**config.mk**
```make
export PLATFORM = sky130hd
export DESIGN_NAME = pkd_frac_mac
export DESIGN_NICKNAME = d
export VERILOG_FILES = /design/src/rtl/pkd_frac_mac_pkg.sv /design/src/rtl/pfm_pipe_ctl.sv /design/src/rtl/pfm_lane_mul.sv /design/src/rtl/pfm_lane_post.sv /design/src/rtl/pkd_frac_mac.sv
export SDC_FILE = /design/constraint.sdc
export NUM_CORES = 2
export LEC_CHECK = 0
export CORE_UTILIZATION = 25
export DETAILED_ROUTE_END_ITERATION = 10
export PLACE_DENSITY = 0.48
export SLEW_MARGIN = 5
export SYNTH_ARGS = -nofsm -noshare
export SYNTH_HDL_FRONTEND = slang
export SYNTH_SLANG_ARGS = --single-unit
```
**constraint.sdc**
```tcl
create_clock -name clk -period 20.6 [get_ports clk]
set_input_delay 3.09 -clock clk [delete_from_list [all_inputs] [get_ports clk]]
set_output_delay 3.09 -clock clk [all_outputs]
set_load 0.05 [all_outputs]
```
**src/rtl/pkd_frac_mac_pkg.sv**
```systemverilog
package pkd_frac_mac_pkg;

  typedef enum logic [1:0] {
    SGN_SS  = 2'd0,
    SGN_UU  = 2'd1,
    SGN_US  = 2'd2,
    SGN_RSV = 2'd3
  } sgn_mode_e;

  typedef enum logic [1:0] {
    ACC_NONE = 2'd0,
    ACC_ADD  = 2'd1,
    ACC_SUB  = 2'd2,
    ACC_RSV  = 2'd3
  } acc_mode_e;

  typedef struct packed {
    sgn_mode_e sgn;
    acc_mode_e acc;
    logic      rnd;
    logic      sat;
    logic      wide;
  } op_ctl_t;

endpackage

```
**src/rtl/pfm_pipe_ctl.sv**
```systemverilog
module pfm_pipe_ctl (
  input  logic clk,
  input  logic rst_n,
  input  logic in_valid,
  output logic in_ready,
  input  logic out_ready,
  output logic s1_load,
  output logic s2_load,
  output logic out_valid
);
  logic v1_q, v2_q;
  logic s1_open, s2_open;

  // A stage may load when it is empty or when its contents move on.
  assign s2_open   = !v2_q || out_ready;
  assign s1_open   = !v1_q || s2_open;
  assign in_ready  = s1_open;
  assign s1_load   = in_valid && s1_open;
  assign s2_load   = v1_q && s2_open;
  assign out_valid = v2_q;

  always_ff @(posedge clk or negedge rst_n) begin
    if (!rst_n) begin
      v1_q <= 1'b0;
      v2_q <= 1'b0;
    end else begin
      if (s1_open) v1_q <= in_valid;
      if (s2_open) v2_q <= v1_q;
    end
  end
endmodule

```
**src/rtl/pfm_lane_mul.sv**
```systemverilog
module pfm_lane_mul
  import pkd_frac_mac_pkg::*;
#(
  parameter int LANE_W = 16
) (
  input  logic [LANE_W-1:0]          a_i,
  input  logic [LANE_W-1:0]          b_i,
  input  sgn_mode_e                  sgn_i,
  output logic signed [2*LANE_W+1:0] prod_o
);
  logic                a_sx, b_sx;
  logic signed [LANE_W:0] a_ext, b_ext;

  always_comb begin
    a_sx   = (sgn_i == SGN_SS) || (sgn_i == SGN_RSV);
    b_sx   = (sgn_i != SGN_UU);
    a_ext  = {a_sx & a_i[LANE_W-1], a_i};
    b_ext  = {b_sx & b_i[LANE_W-1], b_i};
    prod_o = a_ext * b_ext;
  end
endmodule

```
**src/rtl/pfm_lane_post.sv**
```systemverilog
module pfm_lane_post
  import pkd_frac_mac_pkg::*;
#(
  parameter int LANE_W = 16
) (
  input  logic signed [2*LANE_W+1:0] prod_i,
  input  logic [LANE_W-1:0]          acc_i,
  input  sgn_mode_e                  sgn_i,
  input  acc_mode_e                  accm_i,
  input  logic                       rnd_i,
  input  logic                       sat_i,
  output logic [LANE_W-1:0]          res_o
);
  localparam int PW = 2*LANE_W + 2;
  localparam int IW = PW + 2;
  localparam logic signed [IW-1:0] RND_S = IW'(1) << (LANE_W-2);
  localparam logic signed [IW-1:0] RND_U = IW'(1) << (LANE_W-1);
  localparam logic signed [IW-1:0] S_MAX = (IW'(1) << (LANE_W-1)) - IW'(1);
  localparam logic signed [IW-1:0] S_MIN = -(IW'(1) << (LANE_W-1));
  localparam logic signed [IW-1:0] U_MAX = (IW'(1) << LANE_W) - IW'(1);
  localparam logic signed [IW-1:0] U_MIN = '0;

  logic                 uns;
  logic signed [IW-1:0] prod_x, shifted, acc_x, sum, lim_hi, lim_lo;

  always_comb begin
    uns    = (sgn_i == SGN_UU);
    prod_x = {{2{prod_i[PW-1]}}, prod_i};
    if (rnd_i) prod_x = prod_x + (uns ? RND_U : RND_S);
    shifted = uns ? (prod_x >>> LANE_W) : (prod_x >>> (LANE_W-1));
    acc_x   = uns ? {{(IW-LANE_W){1'b0}}, acc_i}
                  : {{(IW-LANE_W){acc_i[LANE_W-1]}}, acc_i};
    case (accm_i)
      ACC_ADD: sum = shifted + acc_x;
      ACC_SUB: sum = shifted - acc_x;
      default: sum = shifted;
    endcase
    lim_hi = uns ? U_MAX : S_MAX;
    lim_lo = uns ? U_MIN : S_MIN;
    if (sat_i && (sum > lim_hi))      res_o = lim_hi[LANE_W-1:0];
    else if (sat_i && (sum < lim_lo)) res_o = lim_lo[LANE_W-1:0];
    else                              res_o = sum[LANE_W-1:0];
  end
endmodule

```
**src/rtl/pkd_frac_mac.sv**
```systemverilog
module pkd_frac_mac
  import pkd_frac_mac_pkg::*;
#(
  parameter int LANE_W = 16,
  parameter int LANES  = 2
) (
  input  logic                     clk,
  input  logic                     rst_n,
  input  logic                     in_valid,
  output logic                     in_ready,
  input  logic [LANE_W*LANES-1:0]  op_a,
  input  logic [LANE_W*LANES-1:0]  op_b,
  input  logic [LANE_W*LANES-1:0]  acc_in,
  input  logic [1:0]               sgn_sel,
  input  logic [1:0]               acc_sel,
  input  logic                     rnd_en,
  input  logic                     sat_en,
  input  logic                     wide_en,
  output logic                     out_valid,
  input  logic                     out_ready,
  output logic [LANE_W*LANES-1:0]  result
);
  localparam int DATA_W = LANE_W * LANES;
  localparam int PW     = 2*LANE_W + 2;

  logic s1_load, s2_load;

  pfm_pipe_ctl u_ctl (
    .clk       (clk),
    .rst_n     (rst_n),
    .in_valid  (in_valid),
    .in_ready  (in_ready),
    .out_ready (out_ready),
    .s1_load   (s1_load),
    .s2_load   (s2_load),
    .out_valid (out_valid)
  );

  op_ctl_t ctl_d, ctl_q;
  always_comb begin
    ctl_d.sgn  = sgn_mode_e'(sgn_sel);
    ctl_d.acc  = acc_mode_e'(acc_sel);
    ctl_d.rnd  = rnd_en;
    ctl_d.sat  = sat_en;
    ctl_d.wide = wide_en;
  end

  logic signed [PW-1:0] prod_d [LANES];
  logic signed [PW-1:0] prod_q [LANES];
  logic [DATA_W-1:0]    acc_q;
  logic [DATA_W-1:0]    frac_word, wide_word, result_d;

  // Stage 1: per-lane multiply, registered at full precision.
  for (genvar l = 0; l < LANES; l++) begin : g_lane
    pfm_lane_mul #(.LANE_W(LANE_W)) u_mul (
      .a_i    (op_a[l*LANE_W +: LANE_W]),
      .b_i    (op_b[l*LANE_W +: LANE_W]),
      .sgn_i  (ctl_d.sgn),
      .prod_o (prod_d[l])
    );

    always_ff @(posedge clk or negedge rst_n) begin
      if (!rst_n)       prod_q[l] <= '0;
      else if (s1_load) prod_q[l] <= prod_d[l];
    end

    // Stage 2 combinational: narrow, accumulate, clamp.
    pfm_lane_post #(.LANE_W(LANE_W)) u_post (
      .prod_i (prod_q[l]),
      .acc_i  (acc_q[l*LANE_W +: LANE_W]),
      .sgn_i  (ctl_q.sgn),
      .accm_i (ctl_q.acc),
      .rnd_i  (ctl_q.rnd),
      .sat_i  (ctl_q.sat),
      .res_o  (frac_word[l*LANE_W +: LANE_W])
    );
  end

  always_ff @(posedge clk or negedge rst_n) begin
    if (!rst_n) begin
      acc_q <= '0;
      ctl_q <= '0;
    end else if (s1_load) begin
      acc_q <= acc_in;
      ctl_q <= ctl_d;
    end
  end

  assign wide_word = DATA_W'(prod_q[0][2*LANE_W-1:0]);
  assign result_d  = ctl_q.wide ? wide_word : frac_word;

  always_ff @(posedge clk or negedge rst_n) begin
    if (!rst_n)       result <= '0;
    else if (s2_load) result <= result_d;
  end
endmodule

```
==> summary.log <==
[setup_path] CP dominant cell by count sky130_fd_sc_hd__fa_1
[placed_design] HPWL reported at the end of detailed placement 83000 um
[floorplanning] area of the die 0.141 mm^2
[floorplanning] Vert. Die Dim 375 um
[setup_path] Critical Setup Path Class in -> reg
[cells_and_area] highest-count cells in the layout ignoring fill and taps 649 x sky130_fd_sc_hd__inv_1, 595 x sky130_fd_sc_hd__fa_1, 522 x sky130_fd_sc_hd__nand2_1, 246 x sky130_fd_sc_hd__ha_1, 241 x sky130_fd_sc_hd__and2_1
[setup_path] combined buffer and inverter count along the critical path 4
[clocking] hold buffers post-CTS 0
[clocking] CTS tree yes
[route] drt total wl 102000 um
[floorplanning] std cell rows 136
[setup_path] peak per-stage delay on the critical path 0.78 ns
[placed_design] IO Port Bufs 140
[global_routing] initial antenna violation count 13
[clocking] number of setup buffers added after CTS 0
[route] via density per instance 4.71
[synth] synthesized area 0.0348 mm^2
[sta] # setup viols final 0
[floorplanning] overall die width 375 um
[run_status] outcome completed
[clocking] number of H-tree levels 4
[sta] relative slew slack 0.290
[clocking] Post-CTS Resized 0
[sta] slew at the pin closest to its max-slew limit 1.05 ns
[setup_path] sort of element at the end of the critical path register
[route] via count 27600
[sta] max-slew violation count 0
[hold_path] path category of the worst min-delay check reg -> reg
[cells_and_area] share of final-layout standard cells stronger than drive strength 1 0.0412
[global_routing] combined global-route utilization of all metal layers 0.148
[global_routing] total overflow reported by the global router 0
[flow_run] reported max-cap violation count 0
[setup_path] beginning of the worst register-to-register path ctl_q[6]
[global_routing] global-route wire length before repair 165000 um
[sta] Max Clock Skew 0.0260 ns
[setup_path] peak fanout along the critical path 18
[synth] Cell variety after synth 105
[setup_path] destination of the critical timing path prod_q[67]
[setup_path] category of cells accounting for the largest share of critical-path delay adder cells
[floorplanning] I/O Pins 141
[clocking] number of buffers added by the clock tree synthesis step 17
[placed_design] RD Place Congestion 0.837
[clocking] CTS clk-pin slew, worst paths 0.06 ns
[synth] Post-Syn Area per Cell 8.56 um^2
[setup_path] launch point of the worst path sgn_sel[0]
[clocking] maximum clock path buffer count 2
[synth] total of flip-flops plus latches after synthesis 127
[synth] Async SR Flop Fraction 1.00
[synth] number of enable flip-flop cells after synthesis 0
[route] Iteration-0 DRC Markers 1717
[sta] summed negative setup slack over all endpoints 0 ns
[cells_and_area] most common cell after layout, fill and taps aside sky130_fd_sc_hd__inv_1
[setup_path] Critical Path, Cell by Cell clkdlybuf4s50_1 -> ha_1 -> and2_1 -> nand2_1 -> inv_1 -> fa_1 -> fa_1 -> inv_1 -> fa_1 -> fa_1 -> fa_1 -> inv_1 -> fa_1 -> ha_1 -> or2_2 -> o31ai_1 -> a211oi_1 -> o31ai_1 -> o21ai_0 -> o31ai_1 -> a21oi_1 -> a21oi_1 -> xnor2_1 -> o21ai_0
[synth] most common flop cell mapped by yosys sky130_fd_sc_hd__dfrtp_1
[sta] final critical path time including I/O delays and setup 10.43 ns
[cells_and_area] P&R area growth vs syn 10.7%
[synth] cell count after synthesis 4063
[route] antenna-violating nets left 0
[global_routing] vias in the first global route 28700
[setup_path] cell type of the slowest stage on the worst timing path sky130_fd_sc_hd__ha_1
[setup_path] Worst EP required 20.93 ns
[synth] sequential fraction of the synthesis area 0.0914
[synth] post-synth net total 5012
[clocking] clock sink count 127
[global_routing] pin count of the biggest net entering global routing 62
[floorplanning] total core area 0.138 mm^2
[sta] setup repair after global routing missed its margin false
[route] Detailed Routing Iterations Pass 1 5
[setup_path] launching element type of the critical path input port
[sta] hold violation total from the final report 0
[route] drt wl/cell 17.4 um
[synth] Syn. warnings 0
[setup_path] arrival time reported for the critical path endpoint 10.76 ns
[clocking] insertion delay to the later sink of the worst-skew pair 0.48 ns
[setup_path] reg-to-reg slack, setup 11.53 ns
[route] DRC violations left 0
[setup_path] cell depth of the worst setup path 24
[cells_and_area] Net count, final 5010
[sta] final clock period utilization by the worst path 0.506
[sta] highest clock frequency the design can meet 0.0959 GHz
[setup_path] Crit Reg-Reg Endpoint result[31]
[clocking] root buf cell sky130_fd_sc_hd__clkbuf_16
[floorplanning] initial standard-cell utilization of the core 0.253
[setup_path] number of cells on the worst reg-to-reg path 33
## routing by layer
metal  share of wire  vias to the layer above  GRT usage  wire [um]
met5          0.0012                        -          0        124
met4           0.014                       22     0.0295       1480
met3           0.037                      109     0.0189       3750
met2            0.47                      479      0.246      48100
met1            0.48                    13800      0.205      48900
li1                -                    13200          -          -
## area by class of cell
class,count,area [um^2]
Clock buffer,19,443
Tap cell,1794,2240
Clock inverter,12,161
Inverter,653,2450
Fill cell,14700,99200
Multi-Input combinational cell,3095,28400
Timing Repair Buffer,167,1610
Antenna cell,3,7.51
Sequential cell,127,3180
## flip-flops by register name (all words and copies together), names as in the netlist
name and count:
u_ctl.v1_q 1, u_ctl.out_valid 1, prod_q 54, result 32, acc_q 32, ctl_q 7
## logic make-up (layout without fill, tap and decap cells)
kind of cell,Yosys count,after routing,share of synthesized area
AND/OR/NAND/NOR,1314,1314,0.188
adder cells (fa/ha/maj),842,842,0.432
buffers and inverters,841,851,0.0921
AO/OA/AOI/OAI,700,700,0.132
XOR/XNOR,155,155,0.0395
flip-flops,127,127,0.0914
multiplexers,84,84,0.0260
other,0,3,0
## stage by stage
| stage | worst slack [ns] | instance area, um^2 | cells | utilization | hold slack, ns |
|---|---|---|---|---|---|
| after floorplan | 10.93 | 34800 | 4063 | - | 0.443 |
| after global placement | 9.76 | 37900 | 5836 | 0.275 | 0.461 |
| after detailed placement | 9.66 | 37900 | 5836 | 0.275 | 0.473 |
| after CTS | 10.19 | 38500 | 5867 | 0.280 | 0.486 |
| after global routing | 9.59 | 38500 | 5868 | 0.280 | 0.507 |
| final | 10.17 | 38500 | 5870 | 0.280 | 0.479 |
## worst min-delay path, delay by kind of cell (launching register included)
family / cells / cell delay (ns)
AOI/OAI and AO/OA: 1 / 0.06
DFF: 1 / 0.34
and+or+nand+nor: 1 / 0.05
## synth_stat cells (all sizes together) (22+ instances only)
library cell,n,area share
xnor2,102,0.026
or3,30,0.0054
nand3,66,0.010
and2,241,0.043
o21ai,197,0.028
mux2i,34,0.0098
buf,26,0.0040
nand2,523,0.056
nor2,152,0.016
nand2b,57,0.010
ha,247,0.089
a21oi,180,0.027
a211oi,25,0.0055
o211ai,22,0.0050
and3,55,0.0099
clkbuf,162,0.018
xor2,52,0.013
a21o,40,0.0086
inv,651,0.070
mux2,50,0.016
dfrtp,127,0.091
fa,595,0.34
nor3,70,0.010
a31oi,32,0.0059
## how the worst min path moves through the flow
stage | to | slack, ns | start | depth (start not counted)
final | prod_q[34] | 0.48 | prod_q[34] | 2
after global routing | result[6] | 0.51 | result[6] | 2
after CTS | result[6] | 0.49 | result[6] | 2
after detailed placement | result[6] | 0.47 | result[6] | 2
after global placement | prod_q[39] | 0.46 | prod_q[39] | 2
after floorplan | prod_q[42] | 0.44 | prod_q[42] | 2
Power is left out: the tool's default activity adds up to more than one toggle a clock period on the data nets, which glitch-free logic cannot reach.
